[src/rtl/vrd_pkg.sv]
package vrd_pkg;
  localparam int unsigned VRD_LEVELS = 4;

  typedef enum logic [1:0] {
    ST_IDLE = 2'd0,
    ST_ACK  = 2'd1,
    ST_RESP = 2'd2
  } vrd_state_e;
endpackage

[src/rtl/vrd_decode.sv]
module vrd_decode #(
  parameter int unsigned ADDR_W      = 8,
  parameter int unsigned BASE_OFFSET = 'h50,
  parameter int unsigned LEVELS      = 4
) (
  input  logic [ADDR_W-1:0] addr_i,
  input  logic              diag_i,
  output logic              hit_o,
  output logic [LEVELS-1:0] lvl_oh_o
);
  logic [LEVELS-1:0] match;

  // one word per level, lowest level at the base offset
  for (genvar i = 0; i < LEVELS; i++) begin : g_lvl
    assign match[i] = (addr_i == ADDR_W'(BASE_OFFSET + 4 * i));
  end

  assign hit_o    = (|match) & ~diag_i;
  assign lvl_oh_o = diag_i ? '0 : match;
endmodule

[src/rtl/vrd_timer.sv]
module vrd_timer #(
  parameter int unsigned LIMIT = 256
) (
  input  logic clk_i,
  input  logic rst_ni,
  input  logic run_i,
  output logic expire_o
);
  localparam int unsigned CNT_W = (LIMIT > 2) ? $clog2(LIMIT) : 1;
  localparam logic [CNT_W-1:0] LAST = CNT_W'(LIMIT - 1);

  logic [CNT_W-1:0] cnt_q;

  always_ff @(posedge clk_i or negedge rst_ni) begin
    if (!rst_ni)            cnt_q <= '0;
    else if (!run_i)        cnt_q <= '0;
    else if (cnt_q != LAST) cnt_q <= cnt_q + 1'b1;
  end

  assign expire_o = run_i && (cnt_q == LAST);

  p_cnt_bound_r5: assert property (@(posedge clk_i) disable iff (!rst_ni)
    cnt_q <= LAST);
  p_cnt_restart_r5: assert property (@(posedge clk_i) disable iff (!rst_ni)
    !run_i |=> cnt_q == '0);
endmodule

[src/rtl/vrd_format.sv]
module vrd_format #(
  parameter int unsigned VEC_W  = 16,
  parameter int unsigned DATA_W = 32
) (
  input  logic [VEC_W-1:0]  vec_i,
  input  logic              err_i,
  output logic [DATA_W-1:0] data_o
);
  localparam int unsigned PAD_W = DATA_W - VEC_W;

  always_comb begin
    if (err_i) data_o = '1;
    else       data_o = {{PAD_W{1'b1}}, vec_i};
  end
endmodule

[src/rtl/irq_vector_reader.sv]
module irq_vector_reader
  import vrd_pkg::*;
#(
  parameter int unsigned ADDR_W         = 8,
  parameter int unsigned VEC_W          = 16,
  parameter int unsigned DATA_W         = 32,
  parameter int unsigned BASE_OFFSET    = 'h50,
  parameter int unsigned TIMEOUT_CYCLES = 256
) (
  input  logic                  clk_i,
  input  logic                  rst_ni,
  input  logic                  cpu_req_i,
  input  logic [ADDR_W-1:0]     cpu_addr_i,
  input  logic                  cpu_diag_i,
  output logic                  cpu_ready_o,
  output logic [DATA_W-1:0]     cpu_rdata_o,
  output logic                  cpu_err_o,
  output logic [VRD_LEVELS-1:0] bus_ack_o,
  input  logic [VEC_W-1:0]      bus_vec_i,
  input  logic                  bus_vld_i,
  input  logic [VRD_LEVELS-1:0] bus_irq_i,
  output logic [VRD_LEVELS-1:0] irq_pending_o
);
  localparam int unsigned LEVELS = VRD_LEVELS;

  vrd_state_e        state_q;
  logic [LEVELS-1:0] ack_q;
  logic              ready_q;
  logic              err_q;
  logic [DATA_W-1:0] rdata_q;

  logic              hit;
  logic [LEVELS-1:0] lvl_oh;
  logic              expire;
  logic              rsp_err;
  logic [DATA_W-1:0] rsp_data;

  vrd_decode #(
    .ADDR_W     (ADDR_W),
    .BASE_OFFSET(BASE_OFFSET),
    .LEVELS     (LEVELS)
  ) u_decode (
    .addr_i  (cpu_addr_i),
    .diag_i  (cpu_diag_i),
    .hit_o   (hit),
    .lvl_oh_o(lvl_oh)
  );

  vrd_timer #(
    .LIMIT(TIMEOUT_CYCLES)
  ) u_timer (
    .clk_i   (clk_i),
    .rst_ni  (rst_ni),
    .run_i   (state_q == ST_ACK),
    .expire_o(expire)
  );

  // error unless a vector is arriving during an acknowledge
  assign rsp_err = !((state_q == ST_ACK) && bus_vld_i);

  vrd_format #(
    .VEC_W (VEC_W),
    .DATA_W(DATA_W)
  ) u_format (
    .vec_i (bus_vec_i),
    .err_i (rsp_err),
    .data_o(rsp_data)
  );

  always_ff @(posedge clk_i or negedge rst_ni) begin
    if (!rst_ni) begin
      state_q <= ST_IDLE;
      ack_q   <= '0;
      ready_q <= 1'b0;
      err_q   <= 1'b0;
      rdata_q <= '0;
    end else begin
      unique case (state_q)
        ST_IDLE: begin
          ready_q <= 1'b0;
          if (cpu_req_i) begin
            if (hit) begin
              state_q <= ST_ACK;
              ack_q   <= lvl_oh;
            end else begin
              state_q <= ST_RESP;
              ready_q <= 1'b1;
              err_q   <= 1'b1;
              rdata_q <= rsp_data;
            end
          end
        end
        ST_ACK: begin
          // a vector on the last cycle beats the timeout
          if (bus_vld_i || expire) begin
            state_q <= ST_RESP;
            ack_q   <= '0;
            ready_q <= 1'b1;
            err_q   <= rsp_err;
            rdata_q <= rsp_data;
          end
        end
        default: begin
          state_q <= ST_IDLE;
          ready_q <= 1'b0;
        end
      endcase
    end
  end

  assign cpu_ready_o   = ready_q;
  assign cpu_err_o     = err_q;
  assign cpu_rdata_o   = rdata_q;
  assign bus_ack_o     = ack_q;
  assign irq_pending_o = bus_irq_i;

  p_ack_onehot_r3: assert property (@(posedge clk_i) disable iff (!rst_ni)
    $onehot0(bus_ack_o));
  p_ack_stable_r3: assert property (@(posedge clk_i) disable iff (!rst_ni)
    (bus_ack_o != '0) |=> (bus_ack_o == '0) || $stable(bus_ack_o));
  p_vec_ok_r4: assert property (@(posedge clk_i) disable iff (!rst_ni)
    (state_q == ST_ACK && bus_vld_i) |=>
      cpu_ready_o && !cpu_err_o && cpu_rdata_o[VEC_W-1:0] == $past(bus_vec_i)
      && (&cpu_rdata_o[DATA_W-1:VEC_W]));
  p_timeout_err_r5: assert property (@(posedge clk_i) disable iff (!rst_ni)
    (state_q == ST_ACK && expire && !bus_vld_i) |=>
      cpu_ready_o && cpu_err_o && (&cpu_rdata_o) && bus_ack_o == '0);
  p_diag_refused_r6: assert property (@(posedge clk_i) disable iff (!rst_ni)
    (state_q == ST_IDLE && cpu_req_i && cpu_diag_i) |=>
      bus_ack_o == '0 && cpu_err_o && cpu_ready_o);
  p_ready_pulse_r8: assert property (@(posedge clk_i) disable iff (!rst_ni)
    cpu_ready_o |=> !cpu_ready_o);
  p_no_ack_on_ready_r8: assert property (@(posedge clk_i) disable iff (!rst_ni)
    cpu_ready_o |-> bus_ack_o == '0);
endmodule

[config.mk]
export PLATFORM = sky130hd
export DESIGN_NAME = irq_vector_reader
export DESIGN_NICKNAME = d
export VERILOG_FILES = /design/src/rtl/vrd_pkg.sv /design/src/rtl/vrd_decode.sv /design/src/rtl/vrd_timer.sv /design/src/rtl/vrd_format.sv /design/src/rtl/irq_vector_reader.sv
export SDC_FILE = /design/constraint.sdc
export NUM_CORES = 1
export LEC_CHECK = 0
export ABC_CLOCK_PERIOD_IN_PS = 2400
export BUFFER_PORTS_ARGS = -buffer_cell sky130_fd_sc_hd__buf_2
export CAP_MARGIN = 20
export CELL_PAD_IN_SITES_DETAIL_PLACEMENT = 1
export CELL_PAD_IN_SITES_GLOBAL_PLACEMENT = 1
export CORE_ASPECT_RATIO = 1.25
export CORE_MARGIN = 8
export CORE_UTILIZATION = 40
export CTS_CLUSTER_SIZE = 28
export DETAILED_ROUTE_END_ITERATION = 8
export HOLD_SLACK_MARGIN = 0.06
export PLACE_DENSITY = 0.89
export RECOVER_POWER = 100
export SLEW_MARGIN = 30
export SYNTH_ARGS = -nofsm -noshare
export SYNTH_HDL_FRONTEND = slang
export SYNTH_HIERARCHICAL = 1
export SYNTH_SLANG_ARGS = --single-unit
[constraint.sdc]
create_clock -name clk_i -period 2.4 [get_ports clk_i]
set_input_delay 0.6 -clock clk_i [delete_from_list [all_inputs] [get_ports clk_i]]
set_output_delay 0.6 -clock clk_i [all_outputs]
set_load 0.02 [all_outputs]
* Word-level counts from Yosys, hierarchy flattened
Cells that the tools add are included. Widths: inputs -> output; s select.
Storage, ports and cells: latch bits 0, memories kept 0, input bits 33, memory bits (read-only) 0, output and inout port bits 42, register bits after elaboration 48, word-level logic and storage cells 55, bits in writable memories 0
Cells by class: div/mod/pow operators 0, $mul 0, mux-type cells 24, eq/ne operators 12, shift-type cells 0, reductions and logical operators 10, order comparisons 0, bitwise operators 2, add/subtract/negate cells 1
Operators by type and width (number):
- $mux 32 | 3
- $pmux 32 s2 | 1
- $eq 8x7->1 const B | 4
- $mux 16 | 1
- $mux 4 | 4
- $mux 8 | 2
- $ne 2x2->1 const B | 5
- $add 8x1->8 const B | 1
- $eq 8x8->1 const B | 1
- $ne 8x8->1 const B | 1
- $pmux 4 s2 | 1
- $reduce_and 4->1 | 2
- $mux 1 | 6
- $mux 2 | 3
- $pmux 1 s2 | 2
- $pmux 2 s2 | 1
- $reduce_or 4->1 | 1
- $eq 2x1->1 const B | 1
- $logic_and 1x1->1 | 2
- $logic_not 2->1 | 1
- $reduce_and 2->1 | 1
- $reduce_bool 2->1 | 1
- $and 1x1->1 | 1
- $logic_not 1->1 | 1
- 2 further kinds | 2

* Longest topological paths before layout
Gate-level depths: netlist (run 1).
depth in word-level cells 6, mapped depth 8, mapped depth without buffers 7

* Modules after synthesis
Netlist (run 1), hierarchy kept.
Modules (own cells, without submodules):
- irq_vector_reader | area each 1682.9 um2, sequential area each 1001.0 um2, instances 1, cells each 104
- vrd_timer | area each 430.4 um2, sequential area each 200.2 um2, instances 1, cells each 44
- vrd_format | area each 235.2 um2, sequential area each 0.0 um2, instances 1, cells each 34
- vrd_decode | area each 73.8 um2, sequential area each 0.0 um2, instances 1, cells each 9

* Worst setup path before layout (run 1)
No wires, ideal clock.
path kind input to register, from in cpu_addr_i[7], to reg rdata_q[0] (netlist: cpu_rdata_o[0]), setup slack 0.092 ns, required time 2.275 ns, cell stages on the path 6, setup time 0.125 ns, path buffers 1, arrival 2.183 ns, cell sequence or4b_4 -> nor4b_2 -> or3b_1 -> a21oi_4 -> buf_6 -> mux2_4
Between the ends: longest elaborated chain between the ends 5, elaborated cells between the ends (all ways) 8, those cells by class eq/ne: 5; bitwise: 1; reduce/logical: 2
RTL lines:
- start: declaration | line irq_vector_reader.sv:13 | input logic [ADDR_W-1:0] cpu_addr_i,
- $eq 8x7->1 | line vrd_decode.sv:15 | assign match[i] = (addr_i == ADDR_W'(BASE_OFFSET + 4 * i));
- $reduce_or 4->1 * | line vrd_decode.sv:18 | assign hit_o = (|match) & ~diag_i;
- $and 1x1->1 * | line vrd_decode.sv:18
- via hit | line irq_vector_reader.sv:32 | logic hit;
- $ne 2x2->1 (no source line) *
- $reduce_and 4->1 (no source line) *
- end signal: assignment | line irq_vector_reader.sv:89 | rdata_q <= rsp_data;
- end signal: assignment | line irq_vector_reader.sv:100 | rdata_q <= rsp_data;
- end: declaration | line irq_vector_reader.sv:30 | logic [DATA_W-1:0] rdata_q;
Mark *: on every way through the listed nets, which the timed path passes. The rest lies on a longest branch. A chain may end at the register's enable or synchronous reset.

* Worst setup path in the final report (run 1)
from reg state_q[0], to reg rdata_q[13] (netlist: cpu_rdata_o[13])
Between the ends: elaborated cells between the ends (all ways) 15, those cells by class eq/ne: 4; mux: 5; reduce/logical: 6
RTL lines:
- start: declaration | line irq_vector_reader.sv:26 | vrd_state_e state_q;
- start signal: assignment | line irq_vector_reader.sv:72 | state_q <= ST_IDLE;
- start signal: assignment | line irq_vector_reader.sv:83 | state_q <= ST_ACK;
- start signal: assignment | line irq_vector_reader.sv:86 | state_q <= ST_RESP;
- $eq 2x1->1 | line irq_vector_reader.sv:54 | .run_i (state_q == ST_ACK),
- $logic_and 1x1->1 | line vrd_timer.sv:20 | assign expire_o = run_i && (cnt_q == LAST);
- via expire | line irq_vector_reader.sv:34 | logic expire;
- $logic_or 1x1->1 | line irq_vector_reader.sv:95 | if (bus_vld_i || expire) begin
- $ne 2x2->1 (no source line)
- $reduce_and 4->1 (no source line)
The timed path passes the listed nets, and every way through them passes these cells. The select of a mux whose other input is x is not followed.

==> flow_summary.yaml, run 1 <==
run_status:
  outcome: "finished clean"
pwr:
  seqPwrFrac: 0.523
  internal_power_uw: 1240
  netSwitchingPower_uw: 471
  power_frac_clock: 0.293
  pwr-share-comb: 0.183
  p_per_area_nw_per_um2: 598
  power_leakage_uw: 0.00125
  ir_drop_uv: 268
  switching_share: 0.275
setup_path:
  cp_max_fo: 22
  arrival_ps: 2440
  crit_family: "simple AND/OR/NAND/NOR gates"
  r2r_start: "state_q[0]$_DFFE_PN0P_"
  timing.critical_path.mode_cell: "inv_1"
  r2r-end: "cpu_rdata_o[13]$_DFFE_PN0P_"
  crit_path_end_kind: "register"
  crit_path_cell_trace: "or2b_1 -> inv_1 -> inv_1 -> nor3_2 -> o21ai_1 -> a21oi_4 -> buf_12 -> mux2_2"
  r2r_slack_ps: 150
  cpPeakStageDelay_ps: 410
  criticalPathCategory: "reg2reg"
  cp_num_buf_inv: 3
  worstSetupStartpointType: "register"
  critPathSlowestCell: "dfrtp_1"
  crit_required_ps: 2590
  rr_worst_depth: 8
timing:
  max_freq_mhz: 444
  hold_violations: 0
  fin_hold_ws_ps: 493
  min_period_ps: 2250
  slew_headroom: 0.125
  setup_viol: 0
  post-route-period-util: 0.939
  tightestPinTransition_ps: 1310
  drv_slew: 0
  finClkSkew_ps: 6.11
finish:
  area_delta_synth_final_pct: 18.3
  n_antenna_cell: 0
  final_layout_size_suffix_gt1_frac: 0.447
  nets: 297
  layout_commonest_cell: "buf_2"
  final_cell_mix: "65 x buf_2, 48 x dfrtp_1, 27 x mux2_4"
  filler_cell_count: 661
  final_cell_area_um2: 2870
  multi_input_area_um2: 1040
  seq_area_um2: 1200
  finalNonFillerCells: 330
placed_design:
  place_inst: 322
  dp_hpwl_um: 4270
  dpl_cell_area_um2: 2780
  gp_congestion: 0.781
  portBuffers: 66
clocking:
  cts.clk_slew.worst_paths_ps: 90
  root_buffer: "clkbuf_8"
  cts_made_buffers: 5
  clk_path_buf_depth: 2
  cts_max_level: 2
  worstSkewPairLatency_ps: 300
  cts_tree: "yes"
  hold_buffers: 0
  clock_sinks: 48
  cts_resized: 1
  post_cts_buffers: 0
grt:
  grt_usage: 0.131
  grt_antenna_before_repair: 0
  grt_pass1_wl_um: 9050
  grt_pass1_vias: 1807
  grt_max_degree: 25
  gr-total-overflow: 0
floorplan:
  ios: 75
  die_area_um2: 8820
  die_height_um: 103
  die_w_um: 85.6
  start_util: 0.416
  fp-row-count: 31
  core_um2: 5820
synth:
  synth_edf_count: 0
  async_reset_ff_frac: 1.00
  syn_avg_cell_area_um2: 12.7
  yosys_warnings: 6
  ys_ff_latch: 48
  syn_inst: 191
  syn_area_um2: 2420
  synth_cell_types: 37
  ys.flop_type: "dfrtp_1"
  yosysSeqAreaShare: 0.496
routing:
  drt_iter0_markers: 62
  wl_per_cell_um: 17.0
  ant_nets: 0
  drc_errors: 0
  vias_per_cell: 4.93
  dr.pass1.iters: 4
  vias: 1628
  drt-total-wl_um: 5590
min_path:
  hold_class: "reg2reg"
  holdCritStartpoint: "cpu_err_o$_DFFE_PN0P_"
  whs_endpoint: "cpu_err_o$_DFFE_PN0P_"
  hold_depth: 1
run:
  cap_violations: 0
-- metrics by stage --
stage | setup slack (ps) | power (uW) | utilization | setup TNS, ps
6_report | 146 | 1710 | 0.493 | 0
5_1_grt | -30.2 | 1790 | 0.493 | -50.8
4_1_cts | 38.2 | 1750 | 0.494 | 0
3_5_place_dp | -89.7 | 1240 | 0.478 | -2170
3_3_place_gp | -22.3 | 1220 | 0.478 | -397
2_1_floorplan | 92.3 | 1130 | - | 0
-- power by group through the flow --
stage	sequential [uW]	combinational, uW	clock, uW
5_1_grt	905	340	549
4_1_cts	899	325	525
6_report	897	314	503
3_3_place_gp	912	313	0
3_5_place_dp	912	324	0
2_1_floorplan	981	149	0
-- synthesized netlist by cell type (2+ instances only) --
| cell | number | area [um^2] |
|---|---|---|
| nand3_1 | 2 | 10.0 |
| mux2_2 | 5 | 56.3 |
| nand2_1 | 8 | 30.0 |
| buf_6 | 5 | 56.3 |
| nand4_1 | 2 | 12.5 |
| nand3b_1 | 2 | 15.0 |
| and4_1 | 2 | 17.5 |
| nor3b_1 | 2 | 15.0 |
| a31oi_1 | 4 | 25.0 |
| dfrtp_1 | 48 | 1200 |
| o21a_1 | 2 | 15.0 |
| a21oi_1 | 5 | 25.0 |
| or2_1 | 16 | 100 |
| nor3_1 | 3 | 15.0 |
| nor2_1 | 2 | 7.51 |
| inv_1 | 8 | 30.0 |
| mux2_4 | 27 | 405 |
| o21ai_1 | 2 | 10.0 |
| o21ai_0 | 3 | 15.0 |
| mux2i_1 | 4 | 40.0 |
| buf_4 | 20 | 150 |
| nor4_1 | 4 | 25.0 |
-- metal layers --
| metal | up-vias | part of all wire | track usage | routed length [um] |
|---|---|---|---|---|
| met5 | - | 0 | 0 | 0 |
| met4 | 0 | 0.012 | 0.0432 | 65 |
| met3 | 8 | 0.058 | 0.0367 | 327 |
| met2 | 44 | 0.53 | 0.237 | 2950 |
| met1 | 808 | 0.40 | 0.143 | 2250 |
| li1 | 768 | - | - | - |
-- state kept, by name (all words and copies together) (netlist names) --
name	cells
cpu_ready_o	1
u_timer/cnt_q	8
state_q	2
cpu_rdata_o	32
cpu_err_o	1
bus_ack_o	4
-- logic make-up after synthesis --
group	after synthesis	share of synthesized area
compound gates	20	0.0553
fa+ha+maj	1	0.00516
buf+inv	34	0.0997
flops	48	0.496
simple gates	51	0.135
mux	36	0.207
other cells	1	0.00155
-- final cells by class --
class / count / area share
sequential: 48 / 0.419
multi-input combinational: 124 / 0.363
timing repair buffer: 76 / 0.146
clock buffer: 7 / 0.0301
tap: 66 / 0.0288
inverter: 8 / 0.0105
clock inverter: 1 / 0.00262
-- worst max-delay path by stage --
stage / startpoint / end / slack, ps / depth (start not counted)
3_5_place_dp: cpu_addr_i[7] / cpu_rdata_o[3]$_DFFE_PN0P_ / -90 / 7
5_1_grt: state_q[0]$_DFFE_PN0P_ / cpu_rdata_o[13]$_DFFE_PN0P_ / -30 / 8
2_1_floorplan: cpu_addr_i[7] / cpu_rdata_o[0]$_DFFE_PN0P_ / 90 / 6
3_3_place_gp: cpu_addr_i[7] / cpu_rdata_o[20]$_DFFE_PN0P_ / -20 / 7
6_report: state_q[0]$_DFFE_PN0P_ / cpu_rdata_o[13]$_DFFE_PN0P_ / 150 / 8
4_1_cts: state_q[0]$_DFFE_PN0P_ / cpu_rdata_o[13]$_DFFE_PN0P_ / 40 / 8
Note: power is estimated with default switching activity, not from simulation.
==> run 2, diff against run 1 <==
- CORE_UTILIZATION: 40 -> 30
- PLACE_DENSITY: 0.89 -> 0.72
==> run 2 against run 1 <==
The flow now finishes with violations (max-capacitance violations, max-slew violations). Combinational power decreased by 19%. Clock power increased by 1%. Total power decreased by 3.2%. Die area increased by 27%. Sequential power about the same. Core utilization decreased by 14 points. Wire length decreased by 5.8%. Design area decreased by 4.2%. Critical endpoint is now cpu_rdata_o[28]$_DFFE_PN0P_. Highest routed layer unchanged.
==> flow_summary.yaml, run 2 (synthesized netlist as in run 1, its figures left out) <==
setup_path:
  crit_required_ps: 2580
  crit_path_end_kind: "register"
  crit_path_cell_trace: "buf_2 -> or4b_4 -> nor4b_1 -> or3b_1 -> a21oi_4 -> buf_12 -> mux2_1"
  arrival_ps: 2420
  worstSetupStartpointType: "input port"
  r2r_slack_ps: 270
  critPathSlowestCell: "or4b_4"
  cpPeakStageDelay_ps: 530
  criticalPathCategory: "in2reg"
  cp_max_fo: 24
timing:
  max_freq_mhz: 448
  slew_headroom: -0.115
  setup_viol: 0
  min_period_ps: 2230
  finClkSkew_ps: 5.71
  drv_slew: 32
  tightestPinTransition_ps: 1670
  rsz0062_at_grt: "false"
  hold_violations: 0
  post-route-period-util: 0.930
routing:
  drt_iter0_markers: 22
  vias: 1627
  drc_errors: 0
  drt-total-wl_um: 5270
  wl_per_cell_um: 14.6
  ant_nets: 0
  dr.pass1.iters: 4
  vias_per_cell: 4.52
grt:
  grt_max_degree: 32
  grt_usage: 0.100
  grt_pass1_vias: 1807
  grt_antenna_before_repair: 0
  grt_pass1_wl_um: 8850
  gr-total-overflow: 0
finish:
  largest_register_ffs: 32
  n_antenna_cell: 0
  multi_input_area_um2: 928
  final_layout_size_suffix_gt1_frac: 0.196
  seq_area_um2: 1200
  fin_util: 0.350
  filler_cell_count: 961
  final_cell_mix: "48 x dfrtp_1, 43 x clkbuf_1, 27 x mux2_1, 27 x buf_2"
  area_delta_synth_final_pct: 13.4
  final_cell_area_um2: 2750
  layout_commonest_cell: "dfrtp_1"
  nets: 298
placed_design:
  gp_congestion: 0.738
  portBuffers: 66
  dp_hpwl_um: 4090
  dpl_cell_area_um2: 2820
clocking:
  clk_path_buf_depth: 2
  hold_buffers: 0
  cts_made_buffers: 5
  cts_tree: "yes"
  worstSkewPairLatency_ps: 300
  cts_max_level: 2
  root_buffer: "clkbuf_8"
  cts.clk_slew.worst_paths_ps: 90
  clock_sinks: 48
pwr:
  p_per_area_nw_per_um2: 604
  internal_power_uw: 1190
  ir_drop_uv: 288
  seqPwrFrac: 0.540
  power_frac_clock: 0.307
  pwr-share-comb: 0.153
  netSwitchingPower_uw: 467
  switching_share: 0.282
  power_leakage_uw: 0.00106
floorplan:
  start_util: 0.309
  fp-row-count: 36
  core_um2: 7840
  die_area_um2: 11200
  die_height_um: 116
  die_w_um: 96.4
  ios: 75
min_path:
  hold_class: "reg2reg"
run_status:
  outcome: "finished with violations"
  violations: "max-capacitance violations, max-slew violations"
run:
  cap_violations: 1
run 2: cell types whose count changed in the layout (fill, tap and decap cells not counted), sizes merged:
| cell | before | now |
|---|---|---|
| clkbuf | 11 | 50 |
| buf | 72 | 33 |
| clkinvlp | 1 | 0 |
| clkinv | 0 | 1 |
| inv | 8 | 9 |
run 2: path summary, 6_finish.rpt:
kind                                             from                      endpoint  cells past startpoint
max                                     cpu_addr_i[7]   cpu_rdata_o[28]$_DFFE_PN0P_                      7
min                        cpu_rdata_o[6]$_DFFE_PN0P_    cpu_rdata_o[6]$_DFFE_PN0P_                      1
max reg2reg                    state_q[0]$_DFFE_PN0P_    cpu_rdata_o[0]$_DFFE_PN0P_                      8
min reg2reg                cpu_rdata_o[6]$_DFFE_PN0P_    cpu_rdata_o[6]$_DFFE_PN0P_                      1
max in group asynchronous                      rst_ni  u_timer/cnt_q[1]$_DFFE_PN0P_                      2
min in group asynchronous                      rst_ni    cpu_rdata_o[4]$_DFFE_PN0P_                      1
run 2: through the flow:
step	hold WS [ps]	total power, uW	cells	setup slack, ps	setup TNS [ps]
final	503	1660	360	168	0
after global placement	472	1230	352	-37.8	-722
after global routing	516	1750	360	67.7	0
after CTS	365	1760	360	93.7	0
after floorplan	304	1130	206	92.3	0
after detailed placement	483	1240	352	-81.5	-1800
run 2: area by class of cell:
cell class | instances | share of cell area
multi-input cells | 124 | 0.338
repair buffers | 77 | 0.135
well taps | 95 | 0.0433
flip-flops and latches | 48 | 0.437
clock inverters | 2 | 0.00501
inverters | 8 | 0.0109
clock buffers | 6 | 0.0301
run 2: power groups by stage:
stage / combinational, uW / sequential, uW / clock (uW)
global placement: 315 / 913 / 0
finish: 254 / 897 / 509
global route: 279 / 906 / 566
detailed placement: 322 / 913 / 0
floorplan: 149 / 981 / 0
CTS: 322 / 900 / 537
run 2: timing repair:
item | CTS | global route
setup endpoints to repair | 0 | 7
setup buffers | 0 | 0
gates resized for setup | 0 | 2
run 2: layer usage:
metal  global-route usage  part of all wire  vias up
li1                     -                 -      773
met1                0.119              0.43      806
met2                0.171              0.50       43
met3               0.0264             0.065        5
met4               0.0334             0.012        0
met5                    0                 0        -
run 2: worst max-delay path: cells and delay by family:
kind,cells,cell delay [ps]
multiplexers,1,320
AND/OR/NAND/NOR,3,1110
buffers and inverters,2,280
AO/OA/AOI/OAI,1,90
